$ cat src/rtl/gpio_port_pkg.sv
// Package: shared constants and types for the GPIO port register block.
// Assumes a 32-bit register bus and a 32-pin port.
package gpio_port_pkg;

    localparam int WORD_W = 32;
    localparam int N_REGS = 8;
    localparam int IDX_W  = 3;

    // Register slot index; the byte offset is index * 4.
    typedef enum logic [IDX_W-1:0] {
        RIDX_DATA    = 3'd0,
        RIDX_DIR     = 3'd1,
        RIDX_PAD     = 3'd2,
        RIDX_TRIG_LO = 3'd3,
        RIDX_TRIG_HI = 3'd4,
        RIDX_MASK    = 3'd5,
        RIDX_STAT    = 3'd6,
        RIDX_BOTH    = 3'd7
    } reg_idx_e;

    // Slots whose accepted write requests a trigger re-evaluation.
    localparam logic [N_REGS-1:0] RESCAN_SLOTS =
        (N_REGS'(1) << RIDX_DIR)     |
        (N_REGS'(1) << RIDX_TRIG_LO) |
        (N_REGS'(1) << RIDX_TRIG_HI) |
        (N_REGS'(1) << RIDX_STAT)    |
        (N_REGS'(1) << RIDX_BOTH);

    // Snapshot of all stored words, passed from storage to readers.
    typedef struct packed {
        logic [WORD_W-1:0]   data;
        logic [WORD_W-1:0]   dir;
        logic [WORD_W-1:0]   pad;
        logic [2*WORD_W-1:0] trig;
        logic [WORD_W-1:0]   mask;
        logic [WORD_W-1:0]   stat;
        logic [WORD_W-1:0]   both;
    } reg_view_t;

endpackage

$ cat src/rtl/gpio_port_decode.sv
// Module: address and access decoder.
// Turns one bus request into a one-hot slot select, or flags it as rejected.
// Assumes byte addressing with word-aligned registers in the lowest 32 bytes.
module gpio_port_decode
    import gpio_port_pkg::*;
#(
    parameter int ADDR_W        = 8,
    parameter bit HAS_BOTH_EDGE = 1'b1
) (
    input  logic                req_valid,
    input  logic                req_write,
    input  logic [ADDR_W-1:0]   req_addr,
    input  logic [3:0]          req_be,
    output logic [N_REGS-1:0]   sel_o,
    output logic [N_REGS-1:0]   wr_sel_o,
    output logic                rd_hit_o,
    output logic                err_o
);

    localparam int SLOT_LSB = 2;
    localparam int SLOT_MSB = SLOT_LSB + IDX_W - 1;

    logic              upper_zero;
    logic              aligned;
    logic              full_word;
    logic              slot_present;
    logic              accept;
    logic [IDX_W-1:0]  slot;

    // Offsets above the register window are never decoded.
    generate
        if (ADDR_W > SLOT_MSB + 1) begin : g_upper
            assign upper_zero = ~|req_addr[ADDR_W-1:SLOT_MSB+1];
        end else begin : g_no_upper
            assign upper_zero = 1'b1;
        end
    endgenerate

    assign slot = req_addr[SLOT_MSB:SLOT_LSB];

    // Check the alignment, width and presence conditions of the access.
    always_comb begin
        aligned      = (req_addr[SLOT_LSB-1:0] == '0);
        full_word    = (req_be == 4'hF);
        slot_present = HAS_BOTH_EDGE || (slot != RIDX_BOTH);
        accept       = req_valid && upper_zero && aligned && full_word && slot_present;
    end

    // Produce selects and the reject flag.
    always_comb begin
        sel_o    = accept ? (N_REGS'(1) << slot) : '0;
        wr_sel_o = req_write ? sel_o : '0;
        rd_hit_o = accept && !req_write;
        err_o    = req_valid && !accept;
    end

endmodule

$ cat src/rtl/gpio_port_store.sv
// Module: register storage.
// Holds the data, direction, pad copy, trigger, mask, status and optional
// both-edge words. Assumes at most one slot write per cycle (one-hot wr_sel).
module gpio_port_store
    import gpio_port_pkg::*;
#(
    parameter bit HAS_BOTH_EDGE = 1'b1
) (
    input  logic                clk,
    input  logic                rst_n,
    input  logic [N_REGS-1:0]   wr_sel,
    input  logic [WORD_W-1:0]   wdata,
    input  logic [WORD_W-1:0]   pad_in,
    input  logic [WORD_W-1:0]   trig_set,
    output reg_view_t           view_o
);

    logic [WORD_W-1:0]   data_q;
    logic [WORD_W-1:0]   dir_q;
    logic [WORD_W-1:0]   pad_q;
    logic [WORD_W-1:0]   trig_lo_q;
    logic [WORD_W-1:0]   trig_hi_q;
    logic [WORD_W-1:0]   mask_q;
    logic [WORD_W-1:0]   stat_q;
    logic [WORD_W-1:0]   both_w;
    logic [WORD_W-1:0]   stat_clr;

    // Plain read/write words written from the bus.
    always_ff @(posedge clk) begin
        if (!rst_n) begin
            data_q    <= '0;
            dir_q     <= '0;
            trig_lo_q <= '0;
            trig_hi_q <= '0;
            mask_q    <= '0;
        end else begin
            if (wr_sel[RIDX_DATA])    data_q    <= wdata;
            if (wr_sel[RIDX_DIR])     dir_q     <= wdata;
            if (wr_sel[RIDX_TRIG_LO]) trig_lo_q <= wdata;
            if (wr_sel[RIDX_TRIG_HI]) trig_hi_q <= wdata;
            if (wr_sel[RIDX_MASK])    mask_q    <= wdata;
        end
    end

    // Pad copy samples the pins every cycle; bus writes do not reach it.
    always_ff @(posedge clk) begin
        if (!rst_n) pad_q <= '0;
        else        pad_q <= pad_in;
    end

    // Status clear mask: ones written to the status slot.
    always_comb begin
        stat_clr = wr_sel[RIDX_STAT] ? wdata : '0;
    end

    // Sticky status: set requests win over a same-cycle clear.
    always_ff @(posedge clk) begin
        if (!rst_n) stat_q <= '0;
        else        stat_q <= (stat_q & ~stat_clr) | trig_set;
    end

    // Optional both-edge select word.
    generate
        if (HAS_BOTH_EDGE) begin : g_both
            logic [WORD_W-1:0] both_q;

            // Both-edge select storage.
            always_ff @(posedge clk) begin
                if (!rst_n)                 both_q <= '0;
                else if (wr_sel[RIDX_BOTH]) both_q <= wdata;
            end
            assign both_w = both_q;
        end else begin : g_no_both
            assign both_w = '0;
        end
    endgenerate

    // Gather the stored words into one view.
    always_comb begin
        view_o.data = data_q;
        view_o.dir  = dir_q;
        view_o.pad  = pad_q;
        view_o.trig = {trig_hi_q, trig_lo_q};
        view_o.mask = mask_q;
        view_o.stat = stat_q;
        view_o.both = both_w;
    end

    AST_PAD_FOLLOWS_PINS: assert property (@(posedge clk) disable iff (!rst_n)
        $past(rst_n) |-> (pad_q == $past(pad_in)))
        else $error("pad copy lost a sample");

    AST_STAT_CLEARED: assert property (@(posedge clk) disable iff (!rst_n)
        wr_sel[RIDX_STAT] |=> ((stat_q & $past(wdata & ~trig_set)) == '0))
        else $error("status bit survived a clear");

    AST_STAT_STICKY: assert property (@(posedge clk) disable iff (!rst_n)
        !wr_sel[RIDX_STAT] |=> ((stat_q & $past(stat_q)) == $past(stat_q)))
        else $error("status bit dropped without a clear");

    AST_DIR_HELD: assert property (@(posedge clk) disable iff (!rst_n)
        !wr_sel[RIDX_DIR] |=> $stable(dir_q))
        else $error("direction changed without a write");

endmodule

$ cat src/rtl/gpio_port_rdmux.sv
// Module: read data selection.
// Returns the word for the selected slot, merging pad and data per pin for
// the data slot and masking output pins in the pad slot. Zero when no slot.
module gpio_port_rdmux
    import gpio_port_pkg::*;
(
    input  reg_view_t           view,
    input  logic [N_REGS-1:0]   sel,
    output logic [WORD_W-1:0]   rdata_o
);

    logic [WORD_W-1:0] slot_word [N_REGS];

    // Per-slot read values.
    always_comb begin
        slot_word[RIDX_DATA]    = (view.data & view.dir) | (view.pad & ~view.dir);
        slot_word[RIDX_DIR]     = view.dir;
        slot_word[RIDX_PAD]     = view.pad & ~view.dir;
        slot_word[RIDX_TRIG_LO] = view.trig[WORD_W-1:0];
        slot_word[RIDX_TRIG_HI] = view.trig[2*WORD_W-1:WORD_W];
        slot_word[RIDX_MASK]    = view.mask;
        slot_word[RIDX_STAT]    = view.stat;
        slot_word[RIDX_BOTH]    = view.both;
    end

    // AND-OR selection over the one-hot select.
    always_comb begin
        rdata_o = '0;
        for (int i = 0; i < N_REGS; i++) begin
            rdata_o |= sel[i] ? slot_word[i] : '0;
        end
    end

endmodule

$ cat src/rtl/gpio_port_irq.sv
// Module: interrupt line combiner.
// Reduces masked status to one line, or to two lines split at the middle pin.
module gpio_port_irq
    import gpio_port_pkg::*;
#(
    parameter bit SPLIT_IRQ = 1'b0
) (
    input  logic [WORD_W-1:0]   stat,
    input  logic [WORD_W-1:0]   mask,
    output logic [1:0]          irq_o
);

    localparam int HALF = WORD_W / 2;

    logic [WORD_W-1:0] pend;

    // Pending = status bits that are unmasked.
    always_comb pend = stat & mask;

    generate
        if (SPLIT_IRQ) begin : g_split
            // Low-half and high-half lines.
            always_comb begin
                irq_o[0] = |pend[HALF-1:0];
                irq_o[1] = |pend[WORD_W-1:HALF];
            end
        end else begin : g_single
            // One merged line; the second is tied low.
            always_comb begin
                irq_o[0] = |pend;
                irq_o[1] = 1'b0;
            end
        end
    endgenerate

endmodule

$ cat src/rtl/gpio_port_regs.sv
// Module: GPIO port register controller (top).
// One request per cycle on a 32-bit register bus; the response is registered
// and appears in the next cycle. Trigger evaluation is external: it reads
// trig_cfg, both_edge and dir_cfg, drives trig_set, and rescans on rescan.
module gpio_port_regs
    import gpio_port_pkg::*;
#(
    parameter int ADDR_W        = 8,
    parameter bit HAS_BOTH_EDGE = 1'b1,
    parameter bit SPLIT_IRQ     = 1'b0
) (
    input  logic                clk,
    input  logic                rst_n,
    input  logic                req_valid,
    input  logic                req_write,
    input  logic [ADDR_W-1:0]   req_addr,
    input  logic [3:0]          req_be,
    input  logic [31:0]         req_wdata,
    output logic                rsp_valid,
    output logic [31:0]         rsp_rdata,
    output logic                rsp_err,
    input  logic [31:0]         pad_in,
    output logic [31:0]         pad_out,
    output logic [31:0]         pad_oe,
    input  logic [31:0]         trig_set,
    output logic [63:0]         trig_cfg,
    output logic [31:0]         both_edge,
    output logic [31:0]         dir_cfg,
    output logic                rescan,
    output logic [1:0]          irq
);

    logic [N_REGS-1:0] sel;
    logic [N_REGS-1:0] wr_sel;
    logic              rd_hit;
    logic              acc_err;
    reg_view_t         view;
    logic [WORD_W-1:0] rd_word;

    logic              rsp_valid_q;
    logic [WORD_W-1:0] rsp_rdata_q;
    logic              rsp_err_q;
    logic              rescan_q;

    gpio_port_decode #(
        .ADDR_W        (ADDR_W),
        .HAS_BOTH_EDGE (HAS_BOTH_EDGE)
    ) i_decode (
        .req_valid (req_valid),
        .req_write (req_write),
        .req_addr  (req_addr),
        .req_be    (req_be),
        .sel_o     (sel),
        .wr_sel_o  (wr_sel),
        .rd_hit_o  (rd_hit),
        .err_o     (acc_err)
    );

    gpio_port_store #(
        .HAS_BOTH_EDGE (HAS_BOTH_EDGE)
    ) i_store (
        .clk      (clk),
        .rst_n    (rst_n),
        .wr_sel   (wr_sel),
        .wdata    (req_wdata),
        .pad_in   (pad_in),
        .trig_set (trig_set),
        .view_o   (view)
    );

    gpio_port_rdmux i_rdmux (
        .view    (view),
        .sel     (sel),
        .rdata_o (rd_word)
    );

    gpio_port_irq #(
        .SPLIT_IRQ (SPLIT_IRQ)
    ) i_irq (
        .stat  (view.stat),
        .mask  (view.mask),
        .irq_o (irq)
    );

    // Register the bus response one cycle after the request.
    always_ff @(posedge clk) begin
        if (!rst_n) begin
            rsp_valid_q <= 1'b0;
            rsp_rdata_q <= '0;
            rsp_err_q   <= 1'b0;
        end else begin
            rsp_valid_q <= req_valid;
            rsp_rdata_q <= rd_hit ? rd_word : '0;
            rsp_err_q   <= acc_err;
        end
    end

    // Pulse the rescan request after writes that affect trigger evaluation.
    always_ff @(posedge clk) begin
        if (!rst_n) rescan_q <= 1'b0;
        else        rescan_q <= |(wr_sel & RESCAN_SLOTS);
    end

    // Drive the pin and configuration outputs straight from storage.
    always_comb begin
        rsp_valid = rsp_valid_q;
        rsp_rdata = rsp_rdata_q;
        rsp_err   = rsp_err_q;
        rescan    = rescan_q;
        pad_out   = view.data;
        pad_oe    = view.dir;
        dir_cfg   = view.dir;
        trig_cfg  = view.trig;
        both_edge = view.both;
    end

    AST_RSP_NEXT_CYCLE: assert property (@(posedge clk) disable iff (!rst_n)
        req_valid |=> rsp_valid)
        else $error("request without a response");

    AST_RSP_ONLY_ON_REQ: assert property (@(posedge clk) disable iff (!rst_n)
        !req_valid |=> !rsp_valid)
        else $error("response without a request");

    AST_ERR_READS_ZERO: assert property (@(posedge clk) disable iff (!rst_n)
        rsp_err |-> (rsp_valid && rsp_rdata == '0))
        else $error("rejected access returned data");

    AST_RESCAN_AFTER_WRITE: assert property (@(posedge clk) disable iff (!rst_n)
        rescan |-> $past(req_valid && req_write))
        else $error("rescan without a write");

    AST_NO_IRQ_UNMASKED: assert property (@(posedge clk) disable iff (!rst_n)
        (view.mask == '0) |-> (irq == 2'b00))
        else $error("interrupt with everything masked");

    AST_ABSENT_BOTH_ZERO: assert property (@(posedge clk) disable iff (!rst_n)
        !HAS_BOTH_EDGE |-> (both_edge == '0))
        else $error("missing register drove both_edge");

endmodule

$ cat config.mk
export PLATFORM = sky130hd
export DESIGN_NAME = gpio_port_regs
export DESIGN_NICKNAME = d
export VERILOG_FILES = /design/src/rtl/gpio_port_pkg.sv /design/src/rtl/gpio_port_decode.sv /design/src/rtl/gpio_port_store.sv /design/src/rtl/gpio_port_rdmux.sv /design/src/rtl/gpio_port_irq.sv /design/src/rtl/gpio_port_regs.sv
export SDC_FILE = /design/constraint.sdc
export NUM_CORES = 1
export LEC_CHECK = 0
export ABC_AREA = 0
export ABC_CLOCK_PERIOD_IN_PS = 6650
export BUFFER_PORTS_ARGS = -buffer_cell sky130_fd_sc_hd__buf_2
export CAP_MARGIN = 20
export CORE_MARGIN = 2
export CORE_UTILIZATION = 40
export CTS_BUF_LIST = sky130_fd_sc_hd__clkbuf_4 sky130_fd_sc_hd__clkbuf_8
export CTS_CLUSTER_DIAMETER = 60
export CTS_CLUSTER_SIZE = 16
export DETAILED_ROUTE_END_ITERATION = 8
export GPL_TIMING_DRIVEN = 0
export HOLD_SLACK_MARGIN = 0.02
export PLACE_DENSITY = 0.74
export SKIP_CTS_REPAIR_TIMING = 1
export SYNTH_ARGS = -nofsm -noshare
export SYNTH_HDL_FRONTEND = slang
export SYNTH_HIERARCHICAL = 1
export SYNTH_SLANG_ARGS = --single-unit
$ cat constraint.sdc
create_clock -name clk -period 6.65 [get_ports clk]
set_clock_uncertainty 0.1 [all_clocks]
set_input_delay 0.9975 -clock clk [delete_from_list [all_inputs] [get_ports clk]]
set_output_delay 0.9975 -clock clk [all_outputs]
set_load 0.01 [all_outputs]
Yosys cells after proc, flatten, opt, wreduce, memory -nomap -nowiden
Cells that the tools add are included.
Widths: inputs -> output; s select.
{ "classes": {"eq_ne": 1, "n_shift": 1, "mux": 11, "bitwise": 15, "n_reduce_logical": 13} }
{ "op_table": {"columns": ["op", "count"], "rows": [
  ["$mux 32", 9],
  ["$or 32x32->32", 9],
  ["$and 32x32->32", 4],
  ["$not 32->32", 2],
  ["$reduce_or 32->1", 1],
  ["$mux 8", 2],
  ["$shl 1x3->8 const A", 1],
  ["$logic_and 1x1->1", 5],
  ["$reduce_or 5->1", 1],
  ["$eq 4x4->1 const B", 1],
  ["$logic_not 1->1", 3],
  ["$reduce_or 3->1", 1],
  ["$logic_not 2->1", 1],
  ["$reduce_and 2->1", 1]
]} }
{ "word_totals": {"register_bits": 291, "out_inout_bits": 229, "wordCells": 53} }

Longest topological paths before layout
{ "depth": {"word_depth": 14, "ltp_mapped": 8, "depth_no_buf": 5} }

By module
The synthesis kept the hierarchy.
{ "modules_own_cells": {"columns": ["mod", "instances", "cells_per_inst", "area_each_um2", "seq_area_each_um2"], "rows": [
  ["gpio_port_store", 1, 823, 9450.3, 5124.9],
  ["gpio_port_rdmux", 1, 247, 1704.1, 0.0],
  ["gpio_port_regs", 1, 109, 1191.1, 700.7],
  ["gpio_port_decode", 1, 46, 400.4, 0.0],
  ["gpio_port_irq", 1, 23, 168.9, 0.0]
]} }

Worst setup path after synthesis
No wires, ideal clock.
{ "synth_timing": {"path_kind": "in2reg", "from": "in req_addr[6]", "to": "reg rsp_rdata_q[29] (netlist: rsp_rdata[29])", "setup_ns": 0.061, "arrival_time_ns": 2.811, "required_ns": 6.489, "path_slack_ns": 3.678, "path_stages": 8, "path_cell_list": "or4b_1 -> buf_6 -> buf_12 -> nor4_2 -> clkbuf_1 -> a22oi_1 -> nand4_1 -> and3_1"} }
{ "synth_rtl": {"columns": ["element", "line", "text"], "rows": [
  ["from (decl)", "gpio_port_regs.sv:16", "input logic [ADDR_W-1:0] req_addr,"],
  ["$reduce_or 3->1", "gpio_port_decode.sv:33", "assign upper_zero = ~|req_addr[ADDR_W-1:SLOT_MSB+1];"],
  ["$logic_not 1->1", "gpio_port_decode.sv:33", null],
  ["$logic_and 1x1->1 (3 in a row)", "gpio_port_decode.sv:46", "accept = req_valid && upper_zero && aligned && full_word && slot_present;"],
  ["$mux 8", "gpio_port_decode.sv:51", "sel_o = accept ? (N_REGS'(1) << slot) : '0;"],
  ["net sel[3]", "gpio_port_regs.sv:33", "logic [N_REGS-1:0] sel;"],
  ["$mux 32", "gpio_port_rdmux.sv:30", "rdata_o |= sel[i] ? slot_word[i] : '0;"],
  ["$or 32x32->32 (5 in a row)", "gpio_port_rdmux.sv:30", null],
  ["net rd_word[29]", "gpio_port_regs.sv:38", "logic [WORD_W-1:0] rd_word;"],
  ["to (signal assigned)", "gpio_port_regs.sv:93", "rsp_rdata_q <= rd_hit ? rd_word : '0;"],
  ["to (decl)", "gpio_port_regs.sv:41", "logic [WORD_W-1:0] rsp_rdata_q;"]
]} }
The timed path passes the listed nets, and every way through them passes these cells.
A chain may end at the register's enable or synchronous reset.

Final worst setup path
{ "layout_timing": {"from": "in req_addr[6]", "to": "reg rsp_rdata_q[14] (netlist: rsp_rdata[14])"} }
{ "layout_rtl": {"columns": ["element", "line"], "rows": [
  ["$reduce_or 3->1", "gpio_port_decode.sv:33"],
  ["$logic_not 1->1", "gpio_port_decode.sv:33"],
  ["$logic_and 1x1->1 (3 in a row)", "gpio_port_decode.sv:46"],
  ["$mux 8", "gpio_port_decode.sv:51"],
  ["net sel[7]", "gpio_port_regs.sv:33"],
  ["$mux 32", "gpio_port_rdmux.sv:30"],
  ["$or 32x32->32", "gpio_port_rdmux.sv:30"],
  ["net rd_word[14]", "gpio_port_regs.sv:38"]
]} }
The timed path passes the listed nets, and every way through them passes these cells.

==> flow_summary.yaml <==
synthesis:
  synthCells: 1246
  synth_area_per_cell_um2: 10.4
  yosys_warnings: 6
  synth_area_um2: 12900
  synth_fp_nets: 1358
setup_path:
  cp_data_arrival_time_ns: 3.93
  slowest_stage: "clkbuf_1"
  critPathMaxStageDelay_ns: 0.67
  end_kind: "flip-flop"
  worst-path-max-fanout: 10
  crit_family: "simple AND/OR/NAND/NOR gates"
  critPathBufInv: 4
  cp_cell_sequence: "buf_2 > or4b_1 > buf_6 > nor4_1 > clkdlybuf4s15_2 > clkbuf_1 > a22oi_1 > nand4_1 > and3_1"
  cp-start-kind: "input pin"
  criticalPathCategory: "in2reg"
  required_ns: 7.08
place:
  dpl.hpwl_um: 33400
  routabilityCongestion: 0.913
  place_inst: 1988
  portBuffers: 338
run_status:
  status: "finished clean"
cts:
  cts_max_path_buffers: 3
  cts-root-buf: "clkbuf_8"
  clk_latency_ns: 0.60
  clock_sinks: 291
  cts_tree: "yes"
  cts_made_buffers: 25
  htreeDepth: 1
  path_clk_slew_ns: 0.10
pwr:
  p_leak_nw: 6.42
  ir_drop_mv: 0.153
  power_per_cell_area_nw_per_um2: 194
finish:
  fillerInstances: 2984
  stdcell_count: 2032
  drive_gt1_share_pct: 31.8
  nets: 1727
  synthToLayoutAreaGrowth_pct: 21.1
routing:
  wire_per_inst_um: 23.1
  ant_nets: 0
  drt_iter0_drc: 1142
  firstDrtPassIters: 8
  vias_per_cell: 5.54
  drc: 0
  wl_um: 46900
  via_count: 11259
job:
  maxCapViolations: 0
timing:
  drv_slew: 0
  finalSetupViolations: 0
  period_minus_slack_ns: 3.50
  tightestPinTransition_ns: 0.914
  final-hold-violation-count: 0
  rsz0062_at_grt: "false"
  fmaxAchievable_ghz: 0.286
  slew_headroom_pct: 38.5
  final.period_utilization_pct: 52.6
  fin_setup_tns_ns: 0
die:
  dieArea_um2: 33700
  die_y_um: 184
  initial_core_util_pct: 40.8
  core_um2: 31600
  die_w_um: 184
  ios: 341
  num_rows: 65
grt:
  antenna_found_initial: 5
  track_usage_pct: 26.8
  grt_overflow: 0
  grt_pass1_vias: 10821
  grt_max_degree: 17
  grt_pass1_wl_um: 68300
hold_path:
  hold_class: "reg2reg"
[worst min-delay path, stage by stage, from the launching register on]
cell and delay (ns):
dfxtp_1 0.32, mux2i_1 0.12, nor2b_1 0.06
[power by group]
part	total, mW	switching [mW]	internal (mW)
Combinational	0.181	0.104	0.0775
Sequential	1.79	0.0211	1.77
Clock	1.07	0.635	0.432
Total	3.04	0.760	2.28
[path summary, 6_finish.rpt]
path                            from                 end  slack [ns]  cells past startpoint
setup / recovery         req_addr[6]       rsp_rdata[14]        3.15                      9
hold reg to reg   i_store/data_q[15]  i_store/data_q[15]        0.43                      2
setup reg to reg   i_store/dir_q[30]       rsp_rdata[30]        4.95                      4
hold / removal    i_store/data_q[15]  i_store/data_q[15]        0.43                      2
[metal layers]
metal | wire length [um] | GRT usage [%]
met1 | 19800 | 35.1
met2 | 21800 | 44.3
met3 | 3810 | 5.13
met4 | 1490 | 8.86
met5 | 13 | 0
[flip-flops by register name, indices dropped and copies added, names as in the netlist]
register,flops
rsp_rdata,32
rsp_valid,1
i_store/pad_q,32
i_store/dir_q,32
i_store/stat_q,32
rescan,1
i_store/both_w,32
i_store/mask_q,32
rsp_err,1
i_store/trig_lo_q,32
i_store/data_q,32
i_store/trig_hi_q,32
[per-stage QoR]
stage / total power, mW / worst slack [ns] / hold WS, ns / util, % / cell area (um^2)
final: 3.04 / 3.15 / 0.433 / 49.4 / 15600
after CTS: 3.06 / 3.22 / 0.429 / 49.3 / 15600
after global placement: 2.00 / 2.53 / 0.409 / 47.7 / 15100
after floorplan: 1.90 / 3.68 / 0.391 / - / 12900
after global routing: 3.14 / 3.10 / 0.461 / 49.3 / 15600
after detailed placement: 2.01 / 2.60 / 0.416 / 47.8 / 15100
[cells in the final DEF (no fill, tap or decap), types with 2 or more instances in the layout]
master	n
buf_12	3
clkbuf_1	28
buf_4	40
diode_2	3
nor2b_1	224
mux2i_1	192
clkbuf_2	5
clkinv_2	2
a22oi_1	78
and2_1	65
inv_6	3
nor4_2	8
dfxtp_1	291
nand3_1	2
nor4_1	7
a222oi_1	33
clkbuf_8	27
or3b_2	3
o21ai_2	20
o21ai_1	6
inv_1	32
and3_1	32
nand4_1	37
or4bb_1	2
clkinvlp_4	3
buf_6	27
buf_2	365
nand4b_1	3
o21ai_0	37
a31oi_1	32
nand3b_1	3
or4_1	2
[area by class of cell]
| type | count | area (um^2) | share of cell area [%] |
|---|---|---|---|
| clock buffers | 28 | 379 | 2.43 |
| diodes | 3 | 7.51 | 0.0481 |
| repair buffers | 342 | 1720 | 11.0 |
| plain buffers | 127 | 915 | 5.86 |
| clock inverters | 11 | 109 | 0.697 |
| inverters | 32 | 120 | 0.769 |
| well taps | 402 | 503 | 3.22 |
| flip-flops and latches | 291 | 5830 | 37.3 |
| multi-input cells | 796 | 6040 | 38.7 |
No activity file was read; power rests on OpenSTA's default activity.
